`config.mk`:
```
export PLATFORM = sky130hd
export DESIGN_NAME = dual_synth_core
export DESIGN_NICKNAME = d
export VERILOG_FILES = /design/src/rtl/synth_pkg.sv /design/src/rtl/prog_divider.sv /design/src/rtl/tri_pfd.sv /design/src/rtl/lock_gate.sv /design/src/rtl/dual_synth_core.sv
export SDC_FILE = /design/constraint.sdc
export NUM_CORES = 1
export LEC_CHECK = 0
export BUFFER_PORTS_ARGS = -buffer_cell sky130_fd_sc_hd__buf_2
export CAP_MARGIN = 5
export CORE_ASPECT_RATIO = 2
export CORE_MARGIN = 5
export CORE_UTILIZATION = 67
export CTS_CLUSTER_SIZE = 30
export DETAILED_ROUTE_END_ITERATION = 12
export PLACE_DENSITY = 0.87
export SYNTH_ARGS = -nofsm -noshare
export SYNTH_HDL_FRONTEND = slang
export SYNTH_HIERARCHICAL = 1
export SYNTH_SLANG_ARGS = --single-unit
```
`constraint.sdc`:
```
create_clock -name clk -period 8.5 [get_ports clk]
set_input_delay 0.425 -clock clk [delete_from_list [all_inputs] [get_ports clk]]
set_output_delay 0.425 -clock clk [all_outputs]
set_load 0.005 [all_outputs]
```
`src/rtl/synth_pkg.sv`:
```
package synth_pkg;

    // Number of sound standards selectable by the 2-bit select
    localparam int unsigned SND_STD_COUNT = 4;

    // State of one tri-state detector
    typedef struct packed {
        logic up;
        logic dn;
    } pfd_state_t;

endpackage

```
`src/rtl/prog_divider.sv`:
```
// Tick divider with optional fixed prescaler; ratio is sampled at terminal count
module prog_divider #(
    parameter int unsigned CNT_W     = 14,
    parameter int unsigned PRE       = 8,
    parameter int unsigned RST_RATIO = 256
) (
    input  logic             clk,
    input  logic             rst_n,
    input  logic             tick,
    input  logic [CNT_W-1:0] ratio,
    output logic             pulse_o
);
    localparam int unsigned PRE_W = (PRE > 1) ? $clog2(PRE) : 1;

    typedef struct packed {
        logic [PRE_W-1:0] pre;
        logic [CNT_W-1:0] cnt;
        logic [CNT_W-1:0] act;
        logic             pulse;
    } div_state_t;

    div_state_t s_q, s_d;
    logic       carry;

    generate
        if (PRE > 1) begin : g_pre
            always_comb carry = tick && (s_q.pre == PRE_W'(PRE - 1));
        end else begin : g_nopre
            always_comb carry = tick;
        end
    endgenerate

    always_comb begin
        s_d       = s_q;
        s_d.pulse = 1'b0;
        if (PRE > 1 && tick) begin
            s_d.pre = (s_q.pre == PRE_W'(PRE - 1)) ? '0 : s_q.pre + 1'b1;
        end
        if (carry) begin
            if (s_q.cnt == s_q.act - 1'b1) begin
                s_d.cnt   = '0;
                s_d.act   = ratio;
                s_d.pulse = 1'b1;
            end else begin
                s_d.cnt = s_q.cnt + 1'b1;
            end
        end
    end

    always_ff @(posedge clk or negedge rst_n) begin
        if (!rst_n) begin
            s_q.pre   <= '0;
            s_q.cnt   <= '0;
            s_q.act   <= CNT_W'(RST_RATIO);
            s_q.pulse <= 1'b0;
        end else begin
            s_q <= s_d;
        end
    end

    assign pulse_o = s_q.pulse;
endmodule

```
`src/rtl/tri_pfd.sv`:
```
// Tri-state phase/frequency detector working on one-cycle pulses
module tri_pfd
    import synth_pkg::*;
(
    input  logic clk,
    input  logic rst_n,
    input  logic ref_p,
    input  logic div_p,
    output logic up,
    output logic dn
);
    pfd_state_t s_q, s_d;

    always_comb begin
        s_d = s_q;
        if (s_q.up && s_q.dn) begin
            s_d.up = 1'b0;
            s_d.dn = 1'b0;
        end else begin
            s_d.up = s_q.up | ref_p;
            s_d.dn = s_q.dn | div_p;
        end
    end

    always_ff @(posedge clk or negedge rst_n) begin
        if (!rst_n) begin
            s_q <= '0;
        end else begin
            s_q <= s_d;
        end
    end

    assign up = s_q.up;
    assign dn = s_q.dn;
endmodule

```
`src/rtl/lock_gate.sv`:
```
// Pulse-width based lock qualifier
module lock_gate #(
    parameter int unsigned WIDTH_LIM = 4,
    parameter int unsigned PERIODS   = 16
) (
    input  logic clk,
    input  logic rst_n,
    input  logic up,
    input  logic dn,
    input  logic ref_p,
    output logic lock
);
    localparam int unsigned WW = (WIDTH_LIM > 1) ? $clog2(WIDTH_LIM) : 1;
    localparam int unsigned SW = $clog2(PERIODS + 1);

    typedef struct packed {
        logic [WW-1:0] width;
        logic [SW-1:0] streak;
        logic          bad;
        logic          lock;
    } lock_state_t;

    lock_state_t s_q, s_d;
    logic        hi, err;

    always_comb begin
        s_d = s_q;
        hi  = up | dn;
        err = hi && (s_q.width == WW'(WIDTH_LIM - 1));
        if (!hi) begin
            s_d.width = '0;
        end else if (!err) begin
            s_d.width = s_q.width + 1'b1;
        end
        if (err) begin
            s_d.lock   = 1'b0;
            s_d.streak = '0;
            s_d.bad    = 1'b1;
        end else if (ref_p) begin
            if (s_q.bad) begin
                s_d.bad    = 1'b0;
                s_d.streak = '0;
            end else begin
                if (s_q.streak != SW'(PERIODS)) begin
                    s_d.streak = s_q.streak + 1'b1;
                end
                if (s_q.streak >= SW'(PERIODS - 1)) begin
                    s_d.lock = 1'b1;
                end
            end
        end
    end

    always_ff @(posedge clk or negedge rst_n) begin
        if (!rst_n) begin
            s_q.width  <= '0;
            s_q.streak <= '0;
            s_q.bad    <= 1'b1;
            s_q.lock   <= 1'b0;
        end else begin
            s_q <= s_d;
        end
    end

    assign lock = s_q.lock;
endmodule

```
`src/rtl/dual_synth_core.sv`:
```
module dual_synth_core
    import synth_pkg::*;
#(
    parameter int unsigned N_W          = 14,
    parameter int unsigned PRE_DIV      = 8,
    parameter int unsigned N_RST        = 256,
    parameter int unsigned REF_W        = 10,
    parameter int unsigned REF_RATIO    = 512,
    parameter int unsigned SND_W        = 10,
    parameter int unsigned SND_R0       = 576,
    parameter int unsigned SND_R1       = 704,
    parameter int unsigned SND_R2       = 768,
    parameter int unsigned SND_R3       = 832,
    parameter int unsigned LOCK_WIDTH   = 4,
    parameter int unsigned LOCK_PERIODS = 16
) (
    input  logic           clk,
    input  logic           rst_n,
    input  logic           osc_tick,
    input  logic           xtal_tick,
    input  logic           snd_tick,
    input  logic [N_W-1:0] n_word,
    input  logic [1:0]     snd_sel,
    output logic           pic_up,
    output logic           pic_dn,
    output logic           snd_up,
    output logic           snd_dn,
    output logic           in_lock,
    output logic           rf_en,
    output logic           pic_div_mon,
    output logic           snd_div_mon,
    output logic           ref_mon
);
    localparam logic [SND_W-1:0] SND_TAB [SND_STD_COUNT] = '{
        SND_W'(SND_R0), SND_W'(SND_R1), SND_W'(SND_R2), SND_W'(SND_R3)
    };
    localparam int unsigned LOOPS = 2;

    logic [SND_W-1:0] snd_ratio;
    logic [LOOPS-1:0] div_p, up_w, dn_w;
    logic             ref_p, lock_w;

    assign snd_ratio = SND_TAB[snd_sel];

    prog_divider #(.CNT_W(N_W), .PRE(PRE_DIV), .RST_RATIO(N_RST)) u_pic_div (
        .clk(clk), .rst_n(rst_n), .tick(osc_tick), .ratio(n_word), .pulse_o(div_p[0])
    );

    prog_divider #(.CNT_W(SND_W), .PRE(1), .RST_RATIO(SND_R1)) u_snd_div (
        .clk(clk), .rst_n(rst_n), .tick(snd_tick), .ratio(snd_ratio), .pulse_o(div_p[1])
    );

    prog_divider #(.CNT_W(REF_W), .PRE(1), .RST_RATIO(REF_RATIO)) u_ref_div (
        .clk(clk), .rst_n(rst_n), .tick(xtal_tick), .ratio(REF_W'(REF_RATIO)), .pulse_o(ref_p)
    );

    generate
        for (genvar g = 0; g < LOOPS; g++) begin : g_loop
            tri_pfd u_pfd (
                .clk(clk), .rst_n(rst_n), .ref_p(ref_p), .div_p(div_p[g]),
                .up(up_w[g]), .dn(dn_w[g])
            );
        end
    endgenerate

    lock_gate #(.WIDTH_LIM(LOCK_WIDTH), .PERIODS(LOCK_PERIODS)) u_lock (
        .clk(clk), .rst_n(rst_n), .up(up_w[0]), .dn(dn_w[0]), .ref_p(ref_p), .lock(lock_w)
    );

    assign pic_up      = up_w[0];
    assign pic_dn      = dn_w[0];
    assign snd_up      = up_w[1];
    assign snd_dn      = dn_w[1];
    assign in_lock     = lock_w;
    assign rf_en       = lock_w;
    assign pic_div_mon = div_p[0];
    assign snd_div_mon = div_p[1];
    assign ref_mon     = ref_p;
endmodule

```
-- Yosys cells after proc, flatten, opt, wreduce, memory -nomap -nowiden
Index checks and enable logic that the tools add are counted.
- bits of input ports: 21
- output and inout bits: 9
- register bits: 77
- logic and storage cells: 75
- reductions and logical operators: 11
- add/sub/neg operators: 8
- $lt $le $gt $ge: 2
- equal/unequal tests: 8
- muxes and demuxes: 23
- bitwise operators: 6
- operators by type and width (cell ; number):
    2-to-1 mux 10 bit ; 4
    adder 10 x 1 -> 10 bit (second input constant) ; 2
    binary-select mux 10 bit (select 2 bit) ; 1
    adder 14 x 1 -> 14 bit (second input constant) ; 1
    equality test 14 bit ; 1
    2-to-1 mux 14 bit ; 1
    2-to-1 mux 7 bit ; 2
    subtractor 14 x 1 -> 14 bit (second input constant) ; 1
    equality test 10 bit ; 1
    equality test 10 x 9 -> 1 bit (second input constant) ; 1
    2-to-1 mux 5 bit ; 2
    subtractor 10 x 1 -> 10 bit (second input constant) ; 1
    2-to-1 mux 1 bit ; 8
    2-to-1 mux 2 bit ; 4
    AND reduction 2 bit ; 3
    adder 5 x 1 -> 5 bit (second input constant) ; 1
    greater-or-equal comparator 5 x 4 -> 1 bit (second input constant) ; 1
    inequality test 5 bit (second input constant) ; 1
    OR 1 bit ; 5
    logical AND 1 bit ; 4
    inequality test 2 bit (second input constant) ; 2
    nonzero test 2 bit ; 2
    adder 3 x 1 -> 3 bit (second input constant) ; 1
    equality test 3 bit (second input constant) ; 1
    7 further kinds ; 7

-- Logic depth before layout (Yosys ltp)
- depth in word-level cells: 5
- depth in mapped cells: 11
- mapped depth without buffers: 8

-- Hierarchy
The synthesis kept the hierarchy.
- modules (own cells, without submodules) (module ; cells an instance ; instances ; area each (um2) ; seq. area each (um2)):
    prog_divider (u_pic_div) ; 194 ; 1 ; 1963.1 ; 802.0
    prog_divider (u_snd_div) ; 124 ; 1 ; 1266.2 ; 529.3
    prog_divider (u_ref_div) ; 124 ; 1 ; 1263.7 ; 526.8
    lock_gate ; 53 ; 1 ; 518.0 ; 226.5
    tri_pfd ; 6 ; 2 ; 77.6 ; 50.0
    dual_synth_core ; 5 ; 1 ; 30.0 ; 0.0

-- Least setup slack after synthesis
OpenSTA, ideal clock, no wires.
- kind: register -> register
- from: register u_pic_div/s_q[1] (netlist name)
- to: register u_pic_div/s_q[10] (netlist name)
- arrival: 2.977 ns
- path slack: 5.398 ns
- stages on the path, launching flop included: 11
- required time: 8.375 ns
- path buffers: 2
- library setup time: 0.125 ns
- period minus slack after synthesis: 3.102 ns
- cells stage by stage: dfrtp_1 inv_1 ha_1 buf_2 or4b_2 nor3_1 mux2i_1 o2111ai_1 nor4_4 buf_6 mux2_4
- cells in the longest elaborated chain, start to end: 3
- RTL lines (element ; line ; text):
    start: declaration ; prog_divider.sv:22 ; div_state_t s_q, s_d;
    subtractor 14 x 1 -> 14 bit ; prog_divider.sv:40 ; if (s_q.cnt == s_q.act - 1'b1) begin
    equality test 14 bit ; prog_divider.sv:40 ;
    AND reduction 2 bit (no line) ; n/a ;
Every way passes these cells.
A chain may end at the register's enable or synchronous reset.

-- Worst setup path in the final report
- from: register u_pic_div/s_q[1] (netlist name)
- to: register u_pic_div/s_q[5] (netlist name)
Same word-level chain as after synthesis.

==> run metrics <==
antenna-violating nets left=0; path type of the worst min-delay path=primary input to asynchronous set/reset pin; area growth from synthesis to layout=10.50%; library cell with the largest summed area after synthesis=dfrtp_1; number of synthesized flops with an enable pin=0; layout cell share with drive strength beyond 1=0.1896; iteration-0 DRC count of the detailed router=around 240; Max Clock Skew=0.004845 ns; count of buffers added by post-CTS timing repair for setup=0; count of cells resized by post-cts repair=0; number of CTS-inserted buffers=9; cell row count=45; maximum buffer depth of the clock tree=2; total of max-cap violations=0; distinct cell type count after synthesis=63; Crit path arrival time=just under 4 ns; H-Tree Depth=3; worst r2r dst=u_pic_div/s_q[5]$_DFFE_PN0P_; share of total power consumed by net switching=0.2778; height of the die=between 100 and 150 um; fin area=about 5700 um^2; total routing resource utilization after global routing=0.2467; detail-routed net length per standard cell=between 15 and 20 um; top-count cell post-synth=dfrtp_1; via/cell ratio=6.144; headroom to the max-slew limit=0.2885; sort of element at the start of the critical path=flip-flop; Slew @ Worst Pin=1.067 ns; CTS Hold Buffers Added=0; Clk pin slew, worst setup/hold paths=approximately 0.060 ns; number of vias in the routed layout=4012; final count of pins violating max slew=0; Mapped Cells=about 500; path type of the worst setup path=flip-flop to flip-flop; power density cells=between 150 and 200 nW/um^2; global-route wire length before repair=19110 um; status=completed; maximum fanout along the worst path=20; area taken by flip-flops and latches=around 2200 um^2; Total Nets Final=587; minimum period implied by the final worst setup slack=about 3.7 ns; register-to-register setup slack=between 4 and 5 ns; CTS Sinks=87; total power=between 0.001 and 0.0015 W; core area=roughly 7600 um^2; register bit total from synthesis=87; number of I/O pins=30; clock network fraction of total power=0.376; maximum operating frequency=roughly 0.27 GHz; multi-input logic area=between 2000 and 3000 um^2; root buf cell=clkbuf_16; mean instance size in the synthesized netlist=10.15 um^2; maximum number of pins on one net before global-route repair=88; initial antenna violation count=0; leading cell types by count after synthesis=dfrtp_1, nor2_1, xnor2_1; switching power total=just over 0.0003 W; count of final setup violators=0; leakage power figure=approximately 2.7 nW; total routed wirelength=~11000 um; CP endpoint kind=flip-flop; r2r worst-path depth=9; antenna diode count=0; portion of the post-synthesis area used by sequential elements=0.4204; clock tree from TritonCTS=done; first-pass iteration count of the detailed router=5; Final Hold Fails=0; Die ar.=just under 10000 um^2; internal power consumption=approximately 0.0008 W; worst hold margin=0.3022 ns; vias in the first global route=around 4200; Fillers=513; worst skew pair latency=0.33 ns; final estimated routing congestion in global placement=0.9688; standard cell area after detailed placement=5419 um^2; FF-to-FF Start=u_pic_div/s_q[1]$_DFFE_PN0P_; launching element of the worst setup path=u_pic_div/s_q[1]$_DFFE_PN0P_; IR drop worst, VDD=190.0 uV; summed instance area of the synthesized netlist=approximately 5200 um^2; combinational group share of total power=0.157; area fraction of the dominant cell type after synthesis=0.3901; Crit path required time=a little under 9 ns; Area contributors post-synth=dfrtp_1, xnor2_1, mux2_2; final cycle utilization of the critical path=0.4301; remaining global-route overflow=0; endpoint of the most critical setup path=u_pic_div/s_q[5]$_DFFE_PN0P_; Initial Util=0.6836; Sequential Power Share=0.467; number of buffers inserted by port buffering=29; RSZ-0062 raised after global routing=false; Final Util=0.7554; most used flip-flop cell after synthesis=dfrtp_1; setup total negative slack=0 ns; synthesis warning total=6; Die Wd=72.27 um; Async SR Flop Fraction=1.000; detailed-placement wirelength estimate=roughly 8000 um; DRC viols=0
[power by group through the flow]
stage | combinational [W] | clock (W) | sequential [W]
5_1_grt | 0.000198 | 0.000442 | 0.000523
2_1_floorplan | 0.000129 | 0 | 0.000504
3_3_place_gp | 0.000158 | 0 | 0.000519
3_5_place_dp | 0.000171 | 0 | 0.000523
4_1_cts | 0.000173 | 0.000425 | 0.000515
6_report | 0.000174 | 0.000417 | 0.000517
[registers in the layout, indices dropped and copies added (netlist names), 2 cells and up]
name / flops
u_pic_div/s_q: 31
u_snd_div/s_q: 20
g_loop.u_pfd/up: 2
g_loop.u_pfd/dn: 2
u_lock/s_q: 8
u_ref_div/s_q: 20
[final cells by class]
| type | instances | share of cell area |
|---|---|---|
| Multi-Input combinational cell | 400 | 0.4988 |
| Sequential cell | 87 | 0.3805 |
| Clock buffer | 10 | 0.04162 |
| Timing Repair Buffer | 30 | 0.02702 |
| Tap cell | 94 | 0.02048 |
| Inverter | 26 | 0.01700 |
| Clock inverter | 6 | 0.01460 |
[stage by stage]
| step | setup slack, ns | instances |
|---|---|---|
| after CTS | 4.853 | 653 |
| after global placement | 5.107 | 637 |
| after detailed placement | 4.872 | 637 |
| final | 4.844 | 653 |
| after global routing | 4.662 | 653 |
| after floorplan | 5.398 | 527 |
[critical path, stage by stage (launching register included)]
cell	delay (ns)
dfrtp_1	0.43
inv_1	0.09
ha_1	0.33
or4b_2	0.62
nor3_1	0.30
mux2i_1	0.31
o2111ai_1	0.24
nor4_4	0.48
buf_4	0.37
mux2_2	0.37
[metal layers]
layer / track usage / vias up / routed length (um)
li1: - / 1894 / -
met1: 0.2543 / 1977 / 3885
met2: 0.4619 / 95 / 6250
met3: 0.03651 / 46 / 335
met4: 0.1287 / 0 / 550
met5: 0 / - / 0
[cell usage in the layout, fill, tap and decap left out, drive strengths merged, types with 5 or more instances in the layout]
| cell type | Yosys | layout |
|---|---|---|
| o21ai | 19 | 19 |
| dfrtp | 81 | 81 |
| mux2i | 9 | 9 |
| a21boi | 5 | 5 |
| nand2 | 27 | 27 |
| and3 | 9 | 9 |
| mux2 | 35 | 35 |
| nor2 | 54 | 54 |
| ha | 12 | 12 |
| inv | 26 | 26 |
| or4 | 9 | 9 |
| nand2b | 6 | 6 |
| nor4 | 14 | 14 |
| or3 | 7 | 7 |
| clkbuf | 4 | 10 |
| nor3 | 21 | 21 |
| xnor2 | 37 | 37 |
| xor2 | 29 | 29 |
| buf | 10 | 30 |
| conb | 2 | 17 |
| nand4 | 13 | 13 |
| dfstp | 6 | 6 |
| nand3 | 18 | 18 |
[cells by family (layout without fill, tap and decap cells)]
group / Yosys count / after routing / synth area share
xor gates and xnor gates: 66 / 66 / 0.1112
AOI/OAI and AO/OA: 53 / 53 / 0.07152
muxes: 44 / 44 / 0.09897
and+or+nand+nor: 208 / 208 / 0.2283
other: 2 / 17 / 0.001445
DFF: 87 / 87 / 0.4204
adders and majority gates: 12 / 12 / 0.02889
buffers and inverters: 40 / 72 / 0.03925
[how the worst min path moves through the flow]
stage | slack [ns] | end | start | cells past startpoint
floorplan | 0.13 | g_loop[0].u_pfd/dn$_DFF_PN0_ | rst_n | 0
global placement | 0.48 | g_loop[1].u_pfd/up$_DFF_PN0_ | g_loop[1].u_pfd/up$_DFF_PN0_ | 1
detailed placement | 0.50 | u_lock/lock$_DFFE_PN0P_ | u_lock/lock$_DFFE_PN0P_ | 1
CTS | 0.31 | u_pic_div/s_q[7]$_DFFE_PN0P_ | n_word[6] | 2
global route | 0.32 | u_pic_div/s_q[8]$_DFFE_PN0P_ | n_word[7] | 2
finish | 0.30 | u_snd_div/s_q[9]$_DFFE_PN0P_ | rst_n | 1
(Power assumes the default switching activity.)
